### src/rtl/ebs_pkg.sv
package ebs_pkg;

    localparam int ADDR_W = 23;
    localparam int DATA_W = 16;
    localparam int LANES  = DATA_W / 8;

    typedef enum logic [1:0] {
        ST_IDLE = 2'd0,
        ST_WAIT = 2'd1,
        ST_ACC  = 2'd2,
        ST_DONE = 2'd3
    } xfer_st_e;

    typedef enum logic {
        WM_READY    = 1'b0,
        WM_OVERRIDE = 1'b1
    } wait_mode_e;

    typedef struct packed {
        logic              we;
        logic [LANES-1:0]  be;
        logic [ADDR_W-1:0] addr;
        logic [DATA_W-1:0] wdata;
    } xfer_req_t;

    function automatic logic [DATA_W-1:0] lane_mask(input logic [LANES-1:0] be,
                                                    input logic [DATA_W-1:0] d);
        logic [DATA_W-1:0] m;
        for (int i = 0; i < LANES; i++) begin
            m[i*8 +: 8] = be[i] ? d[i*8 +: 8] : 8'h00;
        end
        return m;
    endfunction

endpackage

### src/rtl/ebs_decode.sv
module ebs_decode
    import ebs_pkg::*;
#(
    parameter int                  DEC_BITS = 4,
    parameter logic [DEC_BITS-1:0] BASE     = 'hA
) (
    input  logic              as_n,
    input  logic [ADDR_W-1:0] addr,
    input  logic [2:0]        fc,
    input  logic              bgack_n,
    output logic              sel
);
    localparam int LO = ADDR_W - DEC_BITS;

    logic win_hit;
    logic space_ok;

    assign win_hit  = (addr[ADDR_W-1:LO] == BASE);
    assign space_ok = !bgack_n || (fc != 3'b111);
    assign sel      = !as_n && win_hit && space_ok;
endmodule

### src/rtl/ebs_xfer_ctl.sv
module ebs_xfer_ctl
    import ebs_pkg::*;
#(
    parameter int WAIT_CLKS = 2
) (
    input  logic              clk,
    input  logic              rst,
    input  logic              sel,
    input  logic              uds_n,
    input  logic              lds_n,
    input  logic              rd,
    input  logic [ADDR_W-1:0] addr,
    input  logic [DATA_W-1:0] dbus_in,
    input  logic [DATA_W-1:0] acc_rdata,
    output xfer_st_e          state,
    output xfer_req_t         req,
    output logic [DATA_W-1:0] rdata_q
);
    localparam int CW = (WAIT_CLKS > 0) ? $clog2(WAIT_CLKS + 1) : 1;

    logic [CW-1:0]    cnt;
    logic             ds_any;
    logic [LANES-1:0] be_now;

    assign ds_any = !(uds_n && lds_n);
    assign be_now = {!uds_n, !lds_n};

    always_ff @(posedge clk) begin
        if (rst) begin
            state   <= ST_IDLE;
            cnt     <= '0;
            req     <= '0;
            rdata_q <= '0;
        end else if (!sel) begin
            state <= ST_IDLE;
        end else begin
            case (state)
                ST_IDLE: begin
                    if (ds_any) begin
                        req.we    <= !rd;
                        req.be    <= be_now;
                        req.addr  <= addr;
                        req.wdata <= lane_mask(be_now, dbus_in);
                        cnt       <= CW'(WAIT_CLKS);
                        state     <= (WAIT_CLKS == 0) ? ST_ACC : ST_WAIT;
                    end
                end
                ST_WAIT: begin
                    if (cnt <= CW'(1)) state <= ST_ACC;
                    else               cnt   <= cnt - CW'(1);
                end
                ST_ACC: begin
                    if (!req.we) rdata_q <= acc_rdata;
                    state <= ST_DONE;
                end
                default: begin
                    if (!ds_any) state <= ST_IDLE;
                end
            endcase
        end
    end
endmodule

### src/rtl/ebs_wait_drive.sv
module ebs_wait_drive
    import ebs_pkg::*;
#(
    parameter wait_mode_e MODE = WM_READY
) (
    input  logic sel,
    input  logic done,
    output logic rdy_pull,
    output logic ovr_pull,
    output logic ack_pull
);
    generate
        if (MODE == WM_READY) begin : g_ready
            assign rdy_pull = sel && !done;
            assign ovr_pull = 1'b0;
            assign ack_pull = 1'b0;
        end else begin : g_override
            assign rdy_pull = 1'b0;
            assign ovr_pull = sel;
            assign ack_pull = sel && done;
        end
    endgenerate
endmodule

### src/rtl/ebs_slave.sv
module ebs_slave
    import ebs_pkg::*;
#(
    parameter int                  DEC_BITS  = 4,
    parameter logic [DEC_BITS-1:0] BASE      = 'hA,
    parameter int                  WAIT_CLKS = 2,
    parameter wait_mode_e          MODE      = WM_READY
) (
    input  logic              clk,
    input  logic              rst,
    input  logic              as_n,
    input  logic              uds_n,
    input  logic              lds_n,
    input  logic              rd,
    input  logic [ADDR_W-1:0] addr,
    input  logic [2:0]        fc,
    input  logic              bgack_n,
    input  logic              doe,
    input  logic [DATA_W-1:0] dbus_in,
    output logic [DATA_W-1:0] dbus_out,
    output logic              dbus_oe,
    output logic              acc_stb,
    output logic              acc_we,
    output logic [LANES-1:0]  acc_be,
    output logic [ADDR_W-1:0] acc_addr,
    output logic [DATA_W-1:0] acc_wdata,
    input  logic [DATA_W-1:0] acc_rdata,
    output logic              rdy_pull,
    output logic              ovr_pull,
    output logic              ack_pull
);
    logic      sel;
    logic      done;
    xfer_st_e  state;
    xfer_req_t req;
    logic [DATA_W-1:0] rdata_q;

    ebs_decode #(.DEC_BITS(DEC_BITS), .BASE(BASE)) u_dec (
        .as_n(as_n), .addr(addr), .fc(fc), .bgack_n(bgack_n), .sel(sel)
    );

    ebs_xfer_ctl #(.WAIT_CLKS(WAIT_CLKS)) u_ctl (
        .clk(clk), .rst(rst), .sel(sel), .uds_n(uds_n), .lds_n(lds_n),
        .rd(rd), .addr(addr), .dbus_in(dbus_in), .acc_rdata(acc_rdata),
        .state(state), .req(req), .rdata_q(rdata_q)
    );

    assign done = (state == ST_DONE);

    ebs_wait_drive #(.MODE(MODE)) u_wd (
        .sel(sel), .done(done),
        .rdy_pull(rdy_pull), .ovr_pull(ovr_pull), .ack_pull(ack_pull)
    );

    assign acc_stb   = sel && (state == ST_ACC);
    assign acc_we    = req.we;
    assign acc_be    = req.be;
    assign acc_addr  = req.addr;
    assign acc_wdata = req.wdata;
    assign dbus_out  = rdata_q;
    assign dbus_oe   = sel && done && !req.we && doe && !(uds_n && lds_n);
endmodule

### config.mk
export PLATFORM = sky130hd
export DESIGN_NAME = ebs_slave
export DESIGN_NICKNAME = d
export VERILOG_FILES = /design/src/rtl/ebs_pkg.sv /design/src/rtl/ebs_decode.sv /design/src/rtl/ebs_xfer_ctl.sv /design/src/rtl/ebs_wait_drive.sv /design/src/rtl/ebs_slave.sv
export SDC_FILE = /design/constraint.sdc
export NUM_CORES = 1
export LEC_CHECK = 0
export ABC_AREA = 1
export BUFFER_PORTS_ARGS = -buffer_cell sky130_fd_sc_hd__buf_2
export CAP_MARGIN = 0
export CORE_MARGIN = 1
export CORE_UTILIZATION = 50
export DETAILED_ROUTE_END_ITERATION = 16
export GPL_TIMING_DRIVEN = 1
export PLACE_DENSITY = 0.82
export SKIP_LAST_GASP = 1
export SYNTH_ARGS = -nofsm -noshare
export SYNTH_HDL_FRONTEND = slang
export SYNTH_SLANG_ARGS = --single-unit
### constraint.sdc
create_clock -name clk -period 2.1 [get_ports clk]
set_clock_uncertainty 0.1 [all_clocks]
set_input_delay 0.105 -clock clk [delete_from_list [all_inputs] [get_ports clk]]
set_output_delay 0.105 -clock clk [all_outputs]
set_load 0.05 [all_outputs]
==> qor.yml, run 1 <==
status:
  outcome: "finished, final reports clean"
place:
  place_inst: 577
  place_hpwl_mm: 4.48
  dpl_worst_slack_ns: 0.262
  numPortBuffers: 126
  dpl_cell_area_um2: 3370
  place_congestion: 0.717
setup_path:
  cp_max_fo: 32
  r2r-end: "u_ctl.rdata_q[14]$_SDFFE_PP0P_"
  cp_num_buf_inv: 1
  r2r-start: "u_ctl.state[0]$_SDFFE_PP0P_"
  worstRegToRegCells: 5
  startpoint_type: "flip-flop"
  slowest_stage: "nand4_2"
  cpMostUsedCell: "nor2_1"
  crit_type: "reg -> reg"
  end_kind: "flip-flop"
  slowest_delay_ns: 0.58
  worst-r2r-setup-slack_ns: 0.25
  cp.required_ns: 2.21
  path_cells: "inv_1 > ha_1 > nand4_2 > nor2_1 > nor2_1"
  cp_top_family: "simple AND/OR/NAND/NOR gates"
  worstPathArrival_ns: 1.96
cells_and_area:
  area_delta_synth_final_pct: 47.5
  drive_gt1_share_pct: 26.8
  nets: 641
  final_area_um2: 4050
  stdcell_count: 645
  diodes: 0
clock_network:
  cts_setup_buffers: 0
  cts.htree.levels: 3
  clkTransAtPathRegs_ns: 0.07
  cts-hold-fix-buffers: 52
  cts.path.max_buffers: 2
  clk_latency_ns: 0.33
  numCtsBuffers: 9
  cts_tree: "built"
  postCtsResizedCells: 0
  cts.sink_count: 62
  cts_root_buf: "clkbuf_8"
timing:
  worst-slew-pin-transition_ns: 0.701
  max_slew_margin_pct: 53.1
  grt_setup_unrepaired: "no"
  hold_viol_final: 0
  fin_crit_sh_pct: 88.3
  fin_tns_setup_ns: 0
  fmax_ghz: 0.539
  slew_viol_final: 0
  min_period_ns: 1.85
  setup-violations-final: 0
  fin_ws_ns: 0.245
drt:
  avgRoutedWirePerCell_um: 12.2
  vias: 3015
  dr.pass1.iters: 7
  antenna_left: 0
  drc: 0
  wl_mm: 7.86
  drt-initial-drc-count: 138
  viasPerCell: 4.67
floorplan:
  core-area_um2: 5200
  placementRows: 26
  die_w_um: 76.1
  io_pins: 129
  chipHeight_um: 76.1
  die_area_um2: 5790
  start_util_pct: 52.7
power_and_ir_drop:
  total_leakage_power_nw: 2.20
  power_mw: 2.34
  p_per_area_nw_per_um2: 577
  peakVddDrop_mv: 0.520
synth:
  ys_ff_latch: 62
  syn-instance-count: 395
  synth_warnings: 0
  synth_simple_gate_area_share_pct: 35.2
  synth_fa_ha_area_share_pct: 2.28
  ys_seq_area_share_pct: 45.3
  synth_top_family_by_area: "simple AND/OR/NAND/NOR gates"
  synth_top_area_share_pct: 45.3
  yosysUniqueCellTypes: 23
  synthXorXnorAreaFrac_pct: 0
  synth_area_leaders: "dfxtp_1 45%, nand2_1 15%, nor2_1 12%, inv_1 7.1%, a21oi_1 4.0%"
  yosys.area.top_type: "dfxtp_1"
  synth_compound_area_share_pct: 4.52
  syn_area_per_cell_um2: 6.94
  synth_mux_area_share_pct: 0
  synth_area_um2: 2740
grt:
  grt_usage_pct: 28.3
  antenna_found_initial: 0
  grt_pass1_vias: 2925
  grt_first_pass_wirelength_mm: 13.0
  grt_max_degree: 39
  overflow: 0
worst_hold_path:
  hp-start: "rst"
  hold_path_end: "u_ctl.req[39]$_SDFFE_PP0P_"
  hold_path.class: "in -> reg"
  hold_depth: 3
run:
  cap_violations: 0
## power breakdown
part	total (mW)	leakage, nW	internal, mW	switching, mW
Sequential	1.19	0.500	1.19	0.00597
Combinational	0.280	1.61	0.133	0.147
Clock	0.862	0.0841	0.425	0.437
## layer usage
layer  GRT usage, %  vias to the layer above  wire [um]  part of all wire (%)
met3           8.14                       10        575                   7.3
met2           52.5                      119       4020                    51
met5              0                        -          0                     0
li1               -                     1540          -                     -
met1           30.0                     1346       3180                    40
met4           11.2                        0         89                   1.1
## placed cells by master (no fill, tap or decap), types with 4 or more instances in the layout
cell type      netlist  layout
nand2_1            110     110
dfxtp_1             62      62
buf_2                9     126
nand3_1              4       4
a21oi_1             22      22
dlygate4sd3_1        0      52
inv_1               52      52
clkbuf_8             0       9
nand4_1             17      17
buf_4                3       5
nor2_1              87      87
ha_1                 5       5
## Yosys cell counts (all sizes together)
library cell  count
a21oi            22
a31oi             1
buf              17
clkbuf            3
clkinv            2
conb              1
dfxtp            62
ha                5
inv              54
nand2           110
nand3             6
nand4            20
nor2             90
nor3              1
o21bai            1
## state kept, by name (all words and copies together), names as in the netlist
name	count
u_ctl.req	42
u_ctl.cnt	2
u_ctl.state	2
u_ctl.rdata_q	16
## worst max-delay path by stage
| stage | cells after the start | endpoint | slack (ns) | start |
|---|---|---|---|---|
| detailed placement | 5 | u_ctl.rdata_q[14]$_SDFFE_PP0P_ | 0.26 | u_ctl.state[0]$_SDFFE_PP0P_ |
| finish | 5 | u_ctl.rdata_q[14]$_SDFFE_PP0P_ | 0.25 | u_ctl.state[0]$_SDFFE_PP0P_ |
| global placement | 5 | u_ctl.rdata_q[7]$_SDFFE_PP0P_ | 0.40 | u_ctl.state[0]$_SDFFE_PP0P_ |
| CTS | 5 | u_ctl.rdata_q[14]$_SDFFE_PP0P_ | 0.25 | u_ctl.state[0]$_SDFFE_PP0P_ |
| global route | 5 | u_ctl.rdata_q[14]$_SDFFE_PP0P_ | 0.09 | u_ctl.state[0]$_SDFFE_PP0P_ |
| floorplan | 3 | dbus_oe | 0.22 | u_ctl.state[0]$_SDFFE_PP0P_ |
## worst min-delay path, stage by stage
cell and delay (ns):
buf_2 0.09, buf_4 0.25, a21oi_1 0.06
## area by class of cell
class / count / area [um2]
flip-flops and latches: 62 / 1240
multi-input cells: 258 / 1160
well taps: 70 / 87.6
clock buffers: 12 / 135
repair buffers: 183 / 1190
inverters: 56 / 210
fillers: 381 / 1160
clock inverters: 4 / 23.8
## metrics by stage
stage / util [%] / hold WS [ns]
4_1_cts: 77.7 / 0.0969
3_3_place_gp: 64.7 / 0.225
5_1_grt: 77.7 / 0.134
6_report: 77.7 / 0.120
2_1_floorplan: - / 0.0741
3_5_place_dp: 64.7 / 0.234
## logic make-up after synthesis
group           after synthesis
compound gates               24
other cells                   1
buf+inv                      76
simple gates                227
fa+ha+maj                     5
flops                        62
(Power assumes the default switching activity.)
==> run 2: changes to the inputs <==
- REMOVE_ABC_BUFFERS: default -> 1
==> run 2 against run 1 <==
Cell count stayed put. Highest routed layer unchanged. Worst setup slack better by 0.14 ns. Flip-flop and latch count stayed put. Maximum frequency is 7.9% higher. Non-clock buffer count stayed put. Power is 7.5% higher. Sequential power hardly changed. Register-to-register slack better by 0.14 ns. Cell area is 1.5% higher. Clock-buffer cell count is 2 lower. Die area stayed put.
==> qor.yml, run 2 (synthesized netlist as in run 1, its figures left out) <==
floorplan:
  die_area_um2: 5790
  placementRows: 26
  start_util_pct: 52.7
  die_w_um: 76.1
  io_pins: 129
  chipHeight_um: 76.1
  core-area_um2: 5200
setup_path:
  startpoint_type: "flip-flop"
  cp.required_ns: 2.22
  worstPathArrival_ns: 1.84
  path_cells: "inv_1 > ha_1 > nand4_4 > buf_4 > nand2_1 > nand2_1 > nor2_1"
  end_kind: "flip-flop"
  crit_type: "reg -> reg"
  slowest_delay_ns: 0.36
  cpMostUsedCell: "nand2_1"
  slowest_stage: "dfxtp_1"
  cp_max_fo: 42
grt:
  antenna_found_initial: 0
  grt_usage_pct: 29.3
  grt_max_degree: 43
  grt_first_pass_wirelength_mm: 13.6
  grt_pass1_vias: 3020
  overflow: 0
cells_and_area:
  layout_commonest_cell: "buf_2"
  top_register: "u_ctl.req"
  top_regs: "u_ctl.req (42), u_ctl.rdata_q (16)"
  fillers: 366
  area_delta_synth_final_pct: 49.8
  final_cell_mix: "126 x buf_2, 110 x nand2_1, 87 x nor2_1"
  drive_gt1_share_pct: 27.3
  diodes: 0
  largest_reg_flops: 42
  nets: 641
timing:
  min_period_ns: 1.72
  max_slew_margin_pct: 56.4
  slew_viol_final: 0
  fin_tns_setup_ns: 0
  fin_crit_sh_pct: 81.8
  fmax_ghz: 0.582
  worst-slew-pin-transition_ns: 0.653
  fin_ws_ns: 0.381
  setup-violations-final: 0
  hold_viol_final: 0
  grt_setup_unrepaired: "no"
clock_network:
  cts_tree: "built"
  cts.htree.levels: 3
  clk_latency_ns: 0.32
  cts.sink_count: 62
  cts.path.max_buffers: 2
  clkTransAtPathRegs_ns: 0.07
  cts_root_buf: "clkbuf_8"
  numCtsBuffers: 9
power_and_ir_drop:
  peakVddDrop_mv: 0.504
  p_switching_uw: 614
  p_clk_share_pct: 41.2
  pwr-share-seq_pct: 47.5
  p_sw_share_pct: 24.4
  internal_power_mw: 1.90
  p_per_area_nw_per_um2: 611
  total_leakage_power_nw: 2.22
  pwr-share-comb_pct: 11.3
drt:
  viasPerCell: 4.79
  dr.pass1.iters: 5
  vias: 3089
  drc: 0
  wl_mm: 7.92
  drt-initial-drc-count: 144
  antenna_left: 0
  avgRoutedWirePerCell_um: 12.3
place:
  dpl_worst_slack_ns: 0.256
  place_hpwl_mm: 4.57
  numPortBuffers: 126
  place_congestion: 0.811
run:
  cap_violations: 0
worst_hold_path:
  hold_path.class: "in -> reg"
status:
  outcome: "finished, final reports clean"
==> run 2: cell types whose count changed in the layout (fill, tap and decap cells not counted), sizes merged <==
cell,delta
clkbuf,-2
clkinvlp,+1
bufinv,+1
==> run 2: power groups by stage <==
stage / Sequential (mW) / Clock [mW] / Combinational, mW
final: 1.19 / 1.03 / 0.284
after global placement: 1.22 / 0 / 0.197
after CTS: 1.19 / 1.04 / 0.274
after global routing: 1.19 / 1.11 / 0.307
after floorplan: 1.25 / 0 / 0.0629
after detailed placement: 1.22 / 0 / 0.199
==> run 2: path summary, 6_finish.rpt <==
| kind | startpoint | to | slack, ns | depth (start not counted) |
|---|---|---|---|---|
| setup / recovery | u_ctl.state[0]$_SDFFE_PP0P_ | u_ctl.req[28]$_SDFFE_PP0P_ | 0.38 | 7 |
| hold / removal | rst | u_ctl.req[7]$_SDFFE_PP0P_ | 0.13 | 3 |
| setup reg to reg | u_ctl.state[0]$_SDFFE_PP0P_ | u_ctl.req[28]$_SDFFE_PP0P_ | 0.38 | 7 |
| hold reg to reg | u_ctl.req[37]$_SDFFE_PP0P_ | u_ctl.req[37]$_SDFFE_PP0P_ | 0.35 | 2 |
==> run 2: through the flow <==
| step | cell area [um2] | util (%) | cells | hold slack (ns) | power [mW] |
|---|---|---|---|---|---|
| floorplan | 2610 | - | 376 | 0.0741 | 1.32 |
| global placement | 3380 | 64.9 | 577 | 0.226 | 1.41 |
| detailed placement | 3380 | 64.9 | 577 | 0.233 | 1.42 |
| CTS | 4100 | 78.8 | 645 | 0.110 | 2.51 |
| global route | 4110 | 78.9 | 645 | 0.135 | 2.61 |
| finish | 4110 | 78.9 | 645 | 0.131 | 2.51 |
==> run 2: metal layers <==
metal / wire length [um] / track usage (%)
met5: 0 / 0
met4: 176 / 11.3
met3: 528 / 6.47
met2: 4050 / 53.9
met1: 3160 / 32.9
==> run 2: repair_timing <==
item | 4_1_cts | 5_1_grt
setup endpoints to repair | 0 | 2
buffers inserted | 0 | 0
endpoints found under the hold margin | 52 | 0
gates resized for setup | 0 | 1
hold buffers | 52 | 0
==> run 2: final cells by class <==
class	count	area [um2]	area share, %
clock inverters	6	61.3	1.49
flip-flops and latches	62	1240	30.2
repair buffers	183	1200	29.2
well taps	70	87.6	2.13
inverters	56	210	5.12
multi-input cells	258	1170	28.4
clock buffers	10	138	3.35
==> run 2: critical path: cells and delay by family (launching register included) <==
kind / cells / cell delay, ns
AND/OR/NAND/NOR: 4 / 0.39
adder cells (fa/ha/maj): 1 / 0.30
flip-flops: 1 / 0.36
buffers and inverters: 2 / 0.45
